==> src/rtl/trx_pkg.sv <==
package trx_pkg;

   typedef enum logic [3:0] {
      ST_SLEEP  = 4'd0,
      ST_INIT   = 4'd1,
      ST_READY  = 4'd2,
      ST_TX     = 4'd3,
      ST_LISTEN = 4'd4,
      ST_QUIET  = 4'd5,
      ST_RX     = 4'd6
   } trx_state_e;

   typedef enum logic [2:0] {
      CMD_NONE   = 3'd0,
      CMD_SEND   = 3'd1,
      CMD_READY  = 3'd2,
      CMD_LISTEN = 3'd3,
      CMD_INIT   = 3'd4
   } trx_cmd_e;

   typedef enum logic [1:0] {
      PH_SETTLE = 2'd0,
      PH_HDR    = 2'd1,
      PH_BODY   = 2'd2
   } tx_phase_e;

endpackage

==> src/rtl/trx_pin_sync.sv <==
module trx_pin_sync #(
   parameter int STAGES = 2
) (
   input  logic clk,
   input  logic rst_n,
   input  logic pin_i,
   output logic level_o,
   output logic rise_o
);

   if (STAGES < 2) begin : g_bad_stages
      $error("trx_pin_sync: STAGES must be at least 2");
   end

   logic [STAGES-1:0] chain_q;
   logic              last_q;

   always_ff @(posedge clk or negedge rst_n) begin
      if (!rst_n) begin
         chain_q <= '0;
         last_q  <= 1'b0;
      end else begin
         chain_q <= {chain_q[STAGES-2:0], pin_i};
         last_q  <= chain_q[STAGES-1];
      end
   end

   assign level_o = chain_q[STAGES-1];
   assign rise_o  = chain_q[STAGES-1] & ~last_q;

endmodule

==> src/rtl/trx_clk_gate.sv <==
module trx_clk_gate #(
   parameter int OFF_DLY = 35
) (
   input  logic clk,
   input  logic rst_n,
   input  logic slow_i,
   input  logic quiet_nxt_i,
   input  logic sleep_nxt_i,
   input  logic quiet_cur_i,
   input  logic sleep_cur_i,
   output logic clk_en_o
);

   if (OFF_DLY < 1) begin : g_bad_dly
      $error("trx_clk_gate: OFF_DLY must be at least 1");
   end

   logic clk_en_q;
   logic enter_w;
   logic stay_w;

   assign enter_w = quiet_nxt_i & ~quiet_cur_i;
   assign stay_w  = quiet_nxt_i & quiet_cur_i;

   if (OFF_DLY == 1) begin : g_no_counter
      always_ff @(posedge clk or negedge rst_n) begin
         if (!rst_n)           clk_en_q <= 1'b1;
         else if (sleep_nxt_i) clk_en_q <= 1'b0;
         else if (enter_w)     clk_en_q <= ~slow_i;
         else if (stay_w)      clk_en_q <= 1'b0;
         else                  clk_en_q <= 1'b1;
      end
   end else begin : g_counter
      localparam int CW = $clog2(OFF_DLY);
      logic [CW-1:0] wait_q;

      always_ff @(posedge clk or negedge rst_n) begin
         if (!rst_n) begin
            clk_en_q <= 1'b1;
            wait_q   <= '0;
         end else if (sleep_nxt_i) begin
            clk_en_q <= 1'b0;
            wait_q   <= '0;
         end else if (enter_w) begin
            clk_en_q <= ~slow_i;
            wait_q   <= slow_i ? '0 : CW'(OFF_DLY - 1);
         end else if (stay_w) begin
            clk_en_q <= clk_en_q & (wait_q != '0);
            if (wait_q != '0) wait_q <= wait_q - 1'b1;
         end else begin
            clk_en_q <= 1'b1;
            wait_q   <= '0;
         end
      end
   end

   assign clk_en_o = clk_en_q;

   // the host clock is only ever stopped while quiet-listening or asleep
   assert_gate_scope_R4: assert property (@(posedge clk) disable iff (!rst_n)
      !clk_en_q |-> (quiet_cur_i || sleep_cur_i));

endmodule

==> src/rtl/trx_tx_seq.sv <==
module trx_tx_seq
   import trx_pkg::*;
#(
   parameter int SETTLE_CYC = 256,
   parameter int HDR_CYC    = 2560,
   parameter int LEN_W      = 7
) (
   input  logic             clk,
   input  logic             rst_n,
   input  logic             load_i,
   input  logic             active_i,
   input  logic [LEN_W-1:0] frame_len_i,
   input  logic             tx_done_i,
   output logic             tx_start_o,
   output logic             done_o
);

   if (SETTLE_CYC < 1 || HDR_CYC < 1) begin : g_bad_times
      $error("trx_tx_seq: SETTLE_CYC and HDR_CYC must be at least 1");
   end

   localparam int MAXC = (SETTLE_CYC > HDR_CYC) ? SETTLE_CYC : HDR_CYC;
   localparam int CW   = $clog2(MAXC + 1);

   tx_phase_e     phase_q;
   logic [CW-1:0] cnt_q;
   logic          cnt_zero;

   assign cnt_zero = (cnt_q == '0);

   always_ff @(posedge clk or negedge rst_n) begin
      if (!rst_n) begin
         phase_q <= PH_SETTLE;
         cnt_q   <= '0;
      end else if (load_i) begin
         phase_q <= PH_SETTLE;
         cnt_q   <= CW'(SETTLE_CYC);
      end else if (active_i) begin
         case (phase_q)
            PH_SETTLE: begin
               if (cnt_zero) begin
                  phase_q <= PH_HDR;
                  cnt_q   <= CW'(HDR_CYC - 1);
               end else begin
                  cnt_q <= cnt_q - 1'b1;
               end
            end
            PH_HDR: begin
               if (cnt_zero) phase_q <= PH_BODY;
               else          cnt_q   <= cnt_q - 1'b1;
            end
            default: phase_q <= PH_BODY;
         endcase
      end
   end

   assign tx_start_o = active_i && (phase_q == PH_SETTLE) && cnt_zero;
   assign done_o     = active_i &&
                       (((phase_q == PH_HDR) && cnt_zero && (frame_len_i == '0)) ||
                        ((phase_q == PH_BODY) && tx_done_i));

   // the first-chip strobe never lasts longer than one cycle
   assert_start_pulse_R9: assert property (@(posedge clk) disable iff (!rst_n)
      tx_start_o |=> !tx_start_o);

endmodule

==> src/rtl/trx_state_ctrl.sv <==
module trx_state_ctrl
   import trx_pkg::*;
#(
   parameter int CLK_MHZ     = 16,
   parameter int SETTLE_US   = 16,
   parameter int HDR_US      = 160,
   parameter int CLK_OFF_DLY = 35,
   parameter int LEN_W       = 7,
   parameter int RATE_W      = 3,
   parameter int RATE_RST    = 1,
   parameter int SLOW_RATE_A = 6,
   parameter int SLOW_RATE_B = 7,
   parameter int SYNC_STAGES = 2
) (
   input  logic              clk,
   input  logic              rst_n,
   input  logic              ctl_pin_i,
   input  logic              cmd_valid_i,
   input  logic [2:0]        cmd_code_i,
   input  logic              cfg_we_i,
   input  logic [RATE_W-1:0] cfg_rate_i,
   input  logic              rx_detect_i,
   input  logic              rx_end_i,
   input  logic [LEN_W-1:0]  frame_len_i,
   input  logic              tx_done_i,
   output logic [3:0]        state_o,
   output logic              clk_en_o,
   output logic              pa_en_o,
   output logic              pll_tx_o,
   output logic              tx_start_o,
   output logic              frame_end_o
);

   localparam int SETTLE_CYC = CLK_MHZ * SETTLE_US;
   localparam int HDR_CYC    = CLK_MHZ * HDR_US;

   if (CLK_MHZ < 1) begin : g_bad_clk
      $error("trx_state_ctrl: CLK_MHZ must be at least 1");
   end
   if (SLOW_RATE_A >= (1 << RATE_W) || SLOW_RATE_B >= (1 << RATE_W)) begin : g_bad_rate
      $error("trx_state_ctrl: slow rate codes do not fit RATE_W");
   end

   trx_state_e        state_q, state_nxt;
   logic [RATE_W-1:0] rate_q;
   logic              frame_end_q;
   logic              pin_lvl, pin_rise;
   logic              seq_done, seq_load;
   logic              init_cmd, slow_rate;

   trx_pin_sync #(.STAGES(SYNC_STAGES)) i_sync (
      .clk     (clk),
      .rst_n   (rst_n),
      .pin_i   (ctl_pin_i),
      .level_o (pin_lvl),
      .rise_o  (pin_rise)
   );

   // clock-rate code survives reinitialization, only the async reset clears it
   always_ff @(posedge clk or negedge rst_n) begin
      if (!rst_n)        rate_q <= RATE_W'(RATE_RST);
      else if (cfg_we_i) rate_q <= cfg_rate_i;
   end

   assign slow_rate = (rate_q == RATE_W'(SLOW_RATE_A)) || (rate_q == RATE_W'(SLOW_RATE_B));
   assign init_cmd  = cmd_valid_i && (cmd_code_i == CMD_INIT);

   always_comb begin
      state_nxt = state_q;
      if (init_cmd) begin
         state_nxt = (state_q == ST_QUIET && pin_lvl) ? ST_SLEEP : ST_INIT;
      end else begin
         case (state_q)
            ST_SLEEP:  if (!pin_lvl) state_nxt = ST_INIT;
            ST_INIT:   state_nxt = ST_READY;
            ST_READY: begin
               if (pin_rise || (cmd_valid_i && cmd_code_i == CMD_SEND))
                  state_nxt = ST_TX;
               else if (cmd_valid_i && cmd_code_i == CMD_LISTEN)
                  state_nxt = ST_LISTEN;
            end
            ST_TX:     if (seq_done) state_nxt = ST_READY;
            ST_LISTEN: begin
               if (rx_detect_i)
                  state_nxt = ST_RX;
               else if (pin_rise)
                  state_nxt = ST_QUIET;
               else if (cmd_valid_i && cmd_code_i == CMD_READY)
                  state_nxt = ST_READY;
            end
            ST_QUIET: begin
               if (rx_detect_i)   state_nxt = ST_RX;
               else if (!pin_lvl) state_nxt = ST_LISTEN;
            end
            ST_RX:     if (rx_end_i) state_nxt = ST_LISTEN;
            default:   state_nxt = ST_INIT;
         endcase
      end
   end

   always_ff @(posedge clk or negedge rst_n) begin
      if (!rst_n) begin
         state_q     <= ST_INIT;
         frame_end_q <= 1'b0;
      end else begin
         state_q     <= state_nxt;
         frame_end_q <= (state_q == ST_TX) && (state_nxt == ST_READY);
      end
   end

   assign seq_load = (state_nxt == ST_TX) && (state_q != ST_TX);

   trx_tx_seq #(
      .SETTLE_CYC (SETTLE_CYC),
      .HDR_CYC    (HDR_CYC),
      .LEN_W      (LEN_W)
   ) i_seq (
      .clk         (clk),
      .rst_n       (rst_n),
      .load_i      (seq_load),
      .active_i    (state_q == ST_TX),
      .frame_len_i (frame_len_i),
      .tx_done_i   (tx_done_i),
      .tx_start_o  (tx_start_o),
      .done_o      (seq_done)
   );

   trx_clk_gate #(.OFF_DLY(CLK_OFF_DLY)) i_gate (
      .clk         (clk),
      .rst_n       (rst_n),
      .slow_i      (slow_rate),
      .quiet_nxt_i (state_nxt == ST_QUIET),
      .sleep_nxt_i (state_nxt == ST_SLEEP),
      .quiet_cur_i (state_q == ST_QUIET),
      .sleep_cur_i (state_q == ST_SLEEP),
      .clk_en_o    (clk_en_o)
   );

   assign state_o     = state_q;
   assign pa_en_o     = (state_q == ST_TX);
   assign pll_tx_o    = (state_q == ST_TX);
   assign frame_end_o = frame_end_q;

   // quiet listening is reached only out of plain listening
   assert_quiet_from_listen_R3: assert property (@(posedge clk) disable iff (!rst_n)
      (state_q != ST_QUIET) |=> (state_q != ST_QUIET) || ($past(state_q) == ST_LISTEN));

   // transmission is only ever entered from the locked idle state
   assert_tx_from_ready_R8: assert property (@(posedge clk) disable iff (!rst_n)
      (state_q != ST_READY && state_q != ST_TX) |=> (state_q != ST_TX));

   // a detected frame wins over every other exit from quiet listening
   assert_quiet_rx_R6: assert property (@(posedge clk) disable iff (!rst_n)
      (state_q == ST_QUIET && rx_detect_i && !init_cmd) |=> (state_q == ST_RX) && clk_en_o);

   // the end-of-frame pulse appears only with the amplifier off in ready
   assert_end_in_ready_R10: assert property (@(posedge clk) disable iff (!rst_n)
      frame_end_o |-> (state_q == ST_READY) && !pa_en_o);

endmodule

==> config.mk <==
export PLATFORM = sky130hd
export DESIGN_NAME = trx_state_ctrl
export DESIGN_NICKNAME = d
export VERILOG_FILES = /design/src/rtl/trx_pkg.sv /design/src/rtl/trx_pin_sync.sv /design/src/rtl/trx_clk_gate.sv /design/src/rtl/trx_tx_seq.sv /design/src/rtl/trx_state_ctrl.sv
export SDC_FILE = /design/constraint.sdc
export NUM_CORES = 1
export LEC_CHECK = 0
export ABC_AREA = 1
export BUFFER_PORTS_ARGS = -buffer_cell sky130_fd_sc_hd__buf_2
export CAP_MARGIN = 30
export CELL_PAD_IN_SITES_DETAIL_PLACEMENT = 1
export CELL_PAD_IN_SITES_GLOBAL_PLACEMENT = 1
export CORE_UTILIZATION = 37
export CTS_CLUSTER_DIAMETER = 60
export DETAILED_ROUTE_END_ITERATION = 10
export GPL_ROUTABILITY_DRIVEN = 0
export PLACE_DENSITY_LB_ADDON = 0.05
export RECOVER_POWER = 25
export SLEW_MARGIN = 25
export SYNTH_ARGS = -nofsm -noshare
export SYNTH_HDL_FRONTEND = slang
export SYNTH_HIERARCHICAL = 1
export SYNTH_SLANG_ARGS = --single-unit
==> constraint.sdc <==
create_clock -name clk -period 2.4 [get_ports clk]
set_clock_uncertainty 0.1 [all_clocks]
set_input_delay 0.36 -clock clk [delete_from_list [all_inputs] [get_ports clk]]
set_output_delay 0.36 -clock clk [all_outputs]
set_load 0.05 [all_outputs]
==> impl_metrics.csv <==
group,metric,value,unit
floorplanning,dieArea,6110,um2
critical_path,r2r-end,"i_seq/cnt_q[11]",
floorplanning,rows,27,
global_routing,grt_max_degree,32,
pwr,p_int,1570,uW
outcome,violations,"capacitance limit, slew limit, setup timing",
floorplanning,fp.dieH,78.2,um
finish,fillerInstances,735,
flow_run,cap_violations,1,
route,wl_per_cell,12.6,um
cts,cts_made_buffers,5,
cts,clk_pin_slew_worst_paths,70,ps
route,num_vias,2133,
sta,finalCriticalPeriod,2470,ps
global_routing,busiest_layer,"met2",
global_routing,grt_pass1_wl,9930,um
pwr,power_frac_clock,0.204,
finish,finalNetCount,405,
finish,final_util,0.530,
critical_path,crit_path_end_kind,"flip-flop",
sta,hold_viol_final,0,
synthesis,netlist_instances,309,
outcome,run_status,"complete, but fails checks",
pwr,power_frac_seq,0.264,
pwr,pwr_density_cell,905,nW/um2
floorplanning,core_area,5540,um2
cts,cts_tree,"yes",
cts,cts_hold_buf,0,
synthesis,yosysWarnings,6,
synthesis,synth_area_per_cell,6.95,um2
sta,period_share,1.03,
sta,tightest_slew,1820,ps
critical_path,crit_fanout,5,
place,numPortBuffers,28,
global_routing,gr-usage-met3,0.0372,
global_routing,grtUsageMet1,0.235,
pwr,peakVddDrop,0.000498,V
floorplanning,die_w,78.2,um
cts,htree_levels,2,
pwr,power.total,2660,uW
route,drt_wl_total,5690,um
route,drc_errors,0,
pwr,swShare,0.409,
route,postRouteAntennaNets,0,
global_routing,antenna_found_initial,0,
finish,post_route_cells_drive_above_1_share,0.420,
sta,hold_ws,86.5,ps
critical_path,rr_worst_depth,21,
sta,fmax,405,MHz
sta,rsz0062_at_grt,"yes",
critical_path,crit_type,"reg2reg",
cts,root_buffer,"clkbuf_8",
critical_path,worst_ep_arrival_time,2590,ps
cts,clock_path_buffers,2,
pwr,p_switching,1090,uW
critical_path,crit_end,"i_seq/cnt_q[11]",
sta,fin_tns_setup,-641,ps
global_routing,grt-ovfl-total,0,
route,vias_per_cell,4.71,
sta,slew_headroom,-0.211,
global_routing,use_met2,0.377,
hold_path,hold_path.class,"in2reg",
sta,finalWorstSetupSlack,-66.7,ps
pwr,p_leak,0.00157,uW
critical_path,r2r_setup_slack,-70,ps
pwr,p_comb_frac,0.532,
synthesis,syn_area,2150,um2
critical_path,worstPathRequired,2520,ps
global_routing,grt_usage,0.202,
synthesis,syn_nets,334,
route,drtIter0Drc,27,
cts,clk_latency,280,ps
route,firstDrtPassIters,4,
cts,numClockSinks,31,
place,hpwl,4220,um
global_routing,grt_pass1_vias,2319,
floorplanning,start_util,0.388,
floorplanning,io_pins,30,
finish,area_delta_synth_final,36.8,%
critical_path,r2r_start,"i_seq/cnt_q[0]",
place,post-place-ws,-175,ps
sta,maxSlewViolCount,32,
critical_path,crit_start,"i_seq/cnt_q[0]",
critical_path,startpoint_type,"flip-flop",
finish,antenna_cells,0,
sta,setup_violations,16,
-- stage by stage --
step                cells  cell area (um2)
floorplan             309             2180
global placement      436             2600
detailed placement    436             2600
CTS                   447             2810
global route          453             2940
finish                453             2940
-- placed cells by master (no fill, tap or decap), drive strengths merged, types with 2 or more instances in the layout --
master,count
nand2,108
buf,65
nor2,53
inv,45
dfrtp,29
nand3,22
nand4,8
clkbuf,8
a21oi,8
xor2,7
o21ai,5
ha,4
nor3,4
mux2,2
dfstp,2
xnor2,2
-- area by class of cell --
| type | instances | area (um2) | share of cell area |
|---|---|---|---|
| clock buffers | 6 | 82.6 | 0.0281 |
| clock inverters | 2 | 35.0 | 0.0119 |
| inverters | 46 | 181 | 0.0618 |
| multi-input cells | 229 | 1320 | 0.448 |
| flip-flops and latches | 31 | 782 | 0.266 |
| well taps | 72 | 90.1 | 0.0307 |
| repair buffers | 67 | 450 | 0.153 |
-- registers in the layout, indices dropped and copies added (netlist names) --
| name | flops |
|---|---|
| i_sync/last_q | 1 |
| i_seq/cnt_q | 12 |
| i_sync/chain_q | 2 |
| i_gate/clk_en_o | 1 |
| state_o | 4 |
| rate_q | 2 |
| frame_end_o | 1 |
| i_seq/phase_q | 2 |
| i_gate/g_counter.wait_q | 6 |
-- power by group through the flow --
stage	Sequential, uW	Combinational, uW	Clock (uW)
2_1_floorplan	734	789	0
6_report	702	1410	542
3_5_place_dp	705	1260	0
5_1_grt	715	1600	576
4_1_cts	700	1370	559
3_3_place_gp	703	1220	0
-- how the worst min path moves through the flow --
stage                     cells past startpoint  slack (ps)         startpoint                 to
after floorplan                               0         -40              rst_n        frame_end_o
after global placement                        0         240  i_sync/chain_q[0]  i_sync/chain_q[1]
after detailed placement                      0         250  i_sync/chain_q[0]  i_sync/chain_q[1]
after CTS                                     1          60              rst_n     i_seq/cnt_q[9]
after global routing                          1          80          ctl_pin_i  i_sync/chain_q[0]
final                                         1          90          ctl_pin_i  i_sync/chain_q[0]
-- critical path, cell delays in order (launching register included) --
cell and delay, ps:
dfrtp_1 390, inv_2 80, ha_4 140, inv_2 30, nor2_2 110, nand2_1 80
nor2_2 130, nand3_2 110, inv_2 70, nand2_2 40, a21oi_2 100, nor2_1 50
nor2_1 100, nand3_1 90, nand2_2 140, nor3_4 80, nor2_2 120, nand3_2 110
nand3_4 110, buf_6 130, nand2_1 50, nand2_1 50
-- routing by layer --
metal,up-vias,wire length (um)
met5,-,0
met4,0,67
met2,14,3070
met1,1028,2440
met3,6,111
li1,1085,-
-- timing repair --
item | 4_1_cts | 5_1_grt
buffers inserted | 4 | 5
setup endpoints to repair | 20 | 22
cloned | 0 | 1
resized for setup | 23 | 28
pin swaps | 21 | 21
(Power assumes the default switching activity.)
